$ cat src/rtl/rank_idle_tracker.sv
module rank_idle_tracker #(
  parameter int CNT_W  = 8,
  parameter int TIME_W = 32
) (
  input  logic              clk,
  input  logic              rst,
  input  logic              rd_enq,
  input  logic              rd_resp_done,
  input  logic              wr_enq_new,
  input  logic              wr_issue,
  input  logic              rd_issue,
  input  logic              pre_start,
  input  logic              pre_done,
  input  logic              ref_start,
  input  logic              ref_done,
  input  logic [TIME_W-1:0] wr_ready_time,
  input  logic [TIME_W-1:0] now,
  input  logic              next_dir_wr,
  input  logic              ref_running,
  output logic              lp_ready,
  output logic              sref_exit,
  output logic              underflow_err
);
  localparam int SUM_W = CNT_W + 2;
  localparam logic [SUM_W-1:0] CNT_MAX = SUM_W'({CNT_W{1'b1}});

  logic [CNT_W-1:0]  rd_cnt, wr_cnt, ev_cnt;
  logic [CNT_W-1:0]  rd_nxt, wr_nxt, ev_nxt;
  logic              rd_uf, wr_uf, ev_uf;
  logic              wd_act;
  logic [TIME_W-1:0] wd_time;
  logic              wd_expire, wd_new, wd_ext;
  logic [2:0]        ev_up, ev_dn;
  logic              queued;

  function automatic logic [CNT_W:0] step(input logic [CNT_W-1:0] cur,
                                          input logic [2:0] up,
                                          input logic [2:0] dn);
    logic [SUM_W-1:0] sum;
    logic [SUM_W-1:0] dif;
    sum = SUM_W'(cur) + SUM_W'(up);
    if (sum < SUM_W'(dn)) return {1'b1, {CNT_W{1'b0}}};
    dif = sum - SUM_W'(dn);
    if (dif > CNT_MAX) return {1'b0, {CNT_W{1'b1}}};
    return {1'b0, dif[CNT_W-1:0]};
  endfunction

  assign wd_expire = wd_act && (now >= wd_time);
  assign wd_new    = wr_issue && (!wd_act || wd_expire);
  assign wd_ext    = wr_issue && wd_act && !wd_expire && (wr_ready_time > wd_time);

  assign ev_up = 3'(rd_issue) + 3'(pre_start) + 3'(ref_start) + 3'(wd_new);
  assign ev_dn = 3'(rd_resp_done) + 3'(pre_done) + 3'(ref_done) + 3'(wd_expire);

  assign {rd_uf, rd_nxt} = step(rd_cnt, 3'(rd_enq), 3'(rd_resp_done));
  assign {wr_uf, wr_nxt} = step(wr_cnt, 3'(wr_enq_new), 3'(wr_issue));
  assign {ev_uf, ev_nxt} = step(ev_cnt, ev_up, ev_dn);

  always_ff @(posedge clk) begin
    if (rst) begin
      rd_cnt        <= '0;
      wr_cnt        <= '0;
      ev_cnt        <= '0;
      underflow_err <= 1'b0;
    end else begin
      rd_cnt        <= rd_nxt;
      wr_cnt        <= wr_nxt;
      ev_cnt        <= ev_nxt;
      underflow_err <= underflow_err | rd_uf | wr_uf | ev_uf;
    end
  end

  always_ff @(posedge clk) begin
    if (rst) begin
      wd_act  <= 1'b0;
      wd_time <= '0;
    end else if (wd_new) begin
      wd_act  <= 1'b1;
      wd_time <= wr_ready_time;
    end else if (wd_expire) begin
      wd_act  <= 1'b0;
    end else if (wd_ext) begin
      wd_time <= wr_ready_time;
    end
  end

  assign queued    = next_dir_wr ? (wr_cnt != '0) : (rd_cnt != '0);
  assign lp_ready  = !queued && (ref_running || (ev_cnt == '0));
  assign sref_exit = (rd_cnt != '0) || (next_dir_wr && (wr_cnt != '0));
endmodule

$ cat config.mk
export PLATFORM = sky130hd
export DESIGN_NAME = rank_idle_tracker
export DESIGN_NICKNAME = d
export VERILOG_FILES = /design/src/rtl/rank_idle_tracker.sv
export SDC_FILE = /design/constraint.sdc
export NUM_CORES = 1
export LEC_CHECK = 0
export BUFFER_PORTS_ARGS = -buffer_cell sky130_fd_sc_hd__buf_2
export CAP_MARGIN = 10
export CORE_ASPECT_RATIO = 1.2
export CORE_MARGIN = 3
export CORE_UTILIZATION = 55
export DETAILED_ROUTE_END_ITERATION = 12
export PLACE_DENSITY = 0.79
export REMOVE_ABC_BUFFERS = 1
export SLEW_MARGIN = 40
export SYNTH_ARGS = -nofsm -noshare
export SYNTH_HDL_FRONTEND = slang
export SYNTH_SLANG_ARGS = --single-unit
$ cat constraint.sdc
create_clock -name clk -period 7.2 [get_ports clk]
set_input_delay 0.36 -clock clk [delete_from_list [all_inputs] [get_ports clk]]
set_output_delay 0.36 -clock clk [all_outputs]
set_load 0.05 [all_outputs]
==> flow_summary.json <==
{
  "port_buffers": 79,
  "synth-xor-area-share": 0.0604,
  "relSlewSlack": 0.529,
  "multi_input_area_mm2": 0.00372,
  "drc_errors": 0,
  "regArea_mm2": 0.00116,
  "synth_area_mm2": 0.00522,
  "synth_compound_area_frac": 0.146,
  "dr.first_iter.drc_count": 193,
  "cts-root-buf": "clkbuf_8",
  "worstPathArrival_ps": 4920,
  "fp-row-count": 38,
  "hp-class": "input pin to register",
  "overflow": 0,
  "clock_latency_ps": 350,
  "crit_family": "adder cells",
  "synthMuxAreaShare": 0.00192,
  "fmax_ghz": 0.216,
  "min_period_ps": 4630,
  "drv_slew": 0,
  "setup_viol": 0,
  "cts_tree": "yes",
  "postSynthAreaPerCell_um2": 7.49,
  "grt_pass1_wl_um": 21600,
  "first_global_vias": 4882,
  "end_kind": "register",
  "synthArstFlopShare": 0,
  "rrSetupSlack_ps": 2570,
  "grt_usage": 0.250,
  "yosys.cell_types.count": 46,
  "whs_path_depth": 3,
  "viasPerCell": 5.83,
  "synth_flop_cell": "dfxtp_1",
  "holdBufCountCts": 0,
  "crit_chain": "inv_1 > ha_1 > nand4_1 > or4_1 > nor3_1 > o31ai_1 > nand3_2 > nand2_1 > fa_1 > inv_1 > fa_1 > ha_1 > nor2b_1 > o21ai_0 > and3b_1 > nand4_1 > xnor2_1 > maj3_1 > nor2_1",
  "yosys.area_share.simple": 0.294,
  "ant_nets": 0,
  "crit_path_max_fanout": 4,
  "status": "completed",
  "ys_warn_count": 0,
  "syn_to_final_growth_pct": 13.3,
  "fin_crit_sh": 0.644,
  "critPathLaunchType": "register",
  "ys_seq_elements": 58,
  "max-cap-violations": 0,
  "finalSetupTns_ps": 0,
  "wl_per_cell_um": 14.4,
  "path_clk_slew_ps": 70,
  "synth-seq-area-share": 0.222,
  "holdWs_ps": 365,
  "die_y_um": 113,
  "gp_congestion": 0.872,
  "cpMaxStageDelayCell": "or4_1",
  "htreeDepth": 3,
  "die_w_um": 94.9,
  "clk_path_buf_depth": 2,
  "power_density_mw_per_mm2": 275,
  "start_util": 0.572,
  "first_pass_iters": 4,
  "antennaDiodeCount": 0,
  "peakVddDrop_mv": 0.144,
  "cts_buffers": 9,
  "antenna_found_initial": 0,
  "worstMarginPinSlew_ps": 707,
  "drive_above_1_share": 0.135,
  "synth_top_family_by_area": "simple AND/OR/NAND/NOR gates",
  "ios": 80,
  "r2r-end": "ev_cnt[7]",
  "dpl.hpwl_um": 9540,
  "hold_violations": 0,
  "leakagePower_nw": 2.66,
  "clock_skew_ps": 11.2,
  "max_stage_delay_ps": 550,
  "clock-sinks": 58,
  "grt_max_degree": 106,
  "hold_end": "rd_cnt[0]",
  "critical_path_class": "register to register",
  "synth_edf_count": 0,
  "nets": 917,
  "hold_start": "rd_resp_done",
  "cp.required_ps": 7480,
  "n_fill_cell": 855,
  "vias": 5141,
  "cts_setup_buffers": 0,
  "synthCells": 697,
  "path_buf_inv": 2,
  "rsz0062_at_grt": "no",
  "reg2regPathDepth": 19,
  "ctsResizeCount": 0,
  "synthAdderAreaFrac": 0.208,
  "reg2reg_from": "wd_time[14]",
  "drt_wl_total_um": 12700,
  "coreArea_mm2": 0.00913,
  "die-area_mm2": 0.0107
}
area by class of cell:
cell class	instances	share of cell area
multi-input combinational	549	0.629
sequential	58	0.196
timing repair buffer	83	0.0726
inverter	56	0.0356
tap	120	0.0254
clock buffer	12	0.0246
clock inverter	4	0.0167
cells in the final DEF, fill, tap and decap left out, drive strengths merged, types with 4 or more instances in the layout:
master,instances
xor2,19
xnor2,17
nand3,54
ha,78
nor2b,5
buf,83
nand4,14
fa,5
and3,8
nand2,86
a21o,7
or4,34
inv,56
o21a,7
a2111oi,4
o21ai,9
nor2,43
nor3,40
nor3b,4
clkbuf,12
dfxtp,58
nor4,4
a21oi,78
synthesized netlist by cell type, types with 3 or more instances:
library cell,n,share of area
a2111oi_0,3,0.0050
o21ai_0,7,0.0067
clkbuf_1,31,0.022
inv_1,56,0.040
a21o_1,7,0.010
ha_1,78,0.19
fa_1,5,0.019
nor3_1,40,0.038
dfxtp_1,58,0.22
nand3_1,53,0.051
a221o_1,3,0.0058
and3_1,8,0.0096
xnor2_1,17,0.029
nor3b_1,4,0.0058
and4_1,3,0.0050
nor2b_1,5,0.0060
a21oi_1,78,0.075
nand4_1,14,0.017
nor2_1,43,0.031
or4_1,34,0.049
and3b_1,3,0.0050
o21a_1,7,0.010
a211oi_1,3,0.0043
nand2_1,86,0.062
nor4_1,4,0.0048
xor2_1,19,0.032
sequential cells by signal, indices dropped and copies added, names as in the netlist:
| name | cells |
|---|---|
| ev_cnt | 8 |
| rd_cnt | 8 |
| underflow_err | 1 |
| wd_act | 1 |
| wd_time | 32 |
| wr_cnt | 8 |
tightest hold or removal path: cells and delay by family:
family                     cells  cell delay, ps
adders and majority gates      1             130
AOI/OAI and AO/OA              1              50
buffers and inverters          1             110
logic make-up after synthesis:
group                      count (synthesis)
buffers and inverters                     90
adders and majority gates                 84
xor gates and xnor gates                  36
DFF                                       58
muxes                                      1
AOI/OAI and AO/OA                        124
and+or+nand+nor                          304
per-stage QoR:
step	utilization	cell area [um^2]	power [mW]	worst slack, ps	instances
finish	0.648	5910	1.63	2570	882
global route	0.648	5910	1.77	2200	882
CTS	0.647	5910	1.63	2570	882
detailed placement	0.620	5660	1.25	2510	866
global placement	0.620	5660	1.21	2660	866
floorplan	-	5080	1.05	2420	663
layer usage:
metal	part of all wire	vias to the layer above	track usage
met5	0	-	0
met4	0.016	0	0.0760
met3	0.049	17	0.0559
met2	0.49	122	0.426
met1	0.45	2395	0.311
li1	-	2607	-
how the worst max path moves through the flow:
stage | from | endpoint | slack [ps] | depth (start not counted)
after floorplan | now[19] | ev_cnt[7] | 2420 | 18
after global placement | now[0] | ev_cnt[7] | 2660 | 22
after detailed placement | now[14] | ev_cnt[7] | 2510 | 19
after CTS | wd_time[14] | ev_cnt[7] | 2570 | 19
after global routing | wd_time[13] | ev_cnt[0] | 2200 | 19
final | wd_time[14] | ev_cnt[7] | 2570 | 19
report_power, final:
part,leakage (nW),switching (mW),total (mW),internal (mW)
logic,2.06,0.450,0.784,0.334
registers,0.481,0.0695,0.469,0.400
clock network,0.121,0.133,0.373,0.240
total,2.66,0.652,1.63,0.974
Note: power is estimated with default switching activity, not from simulation.
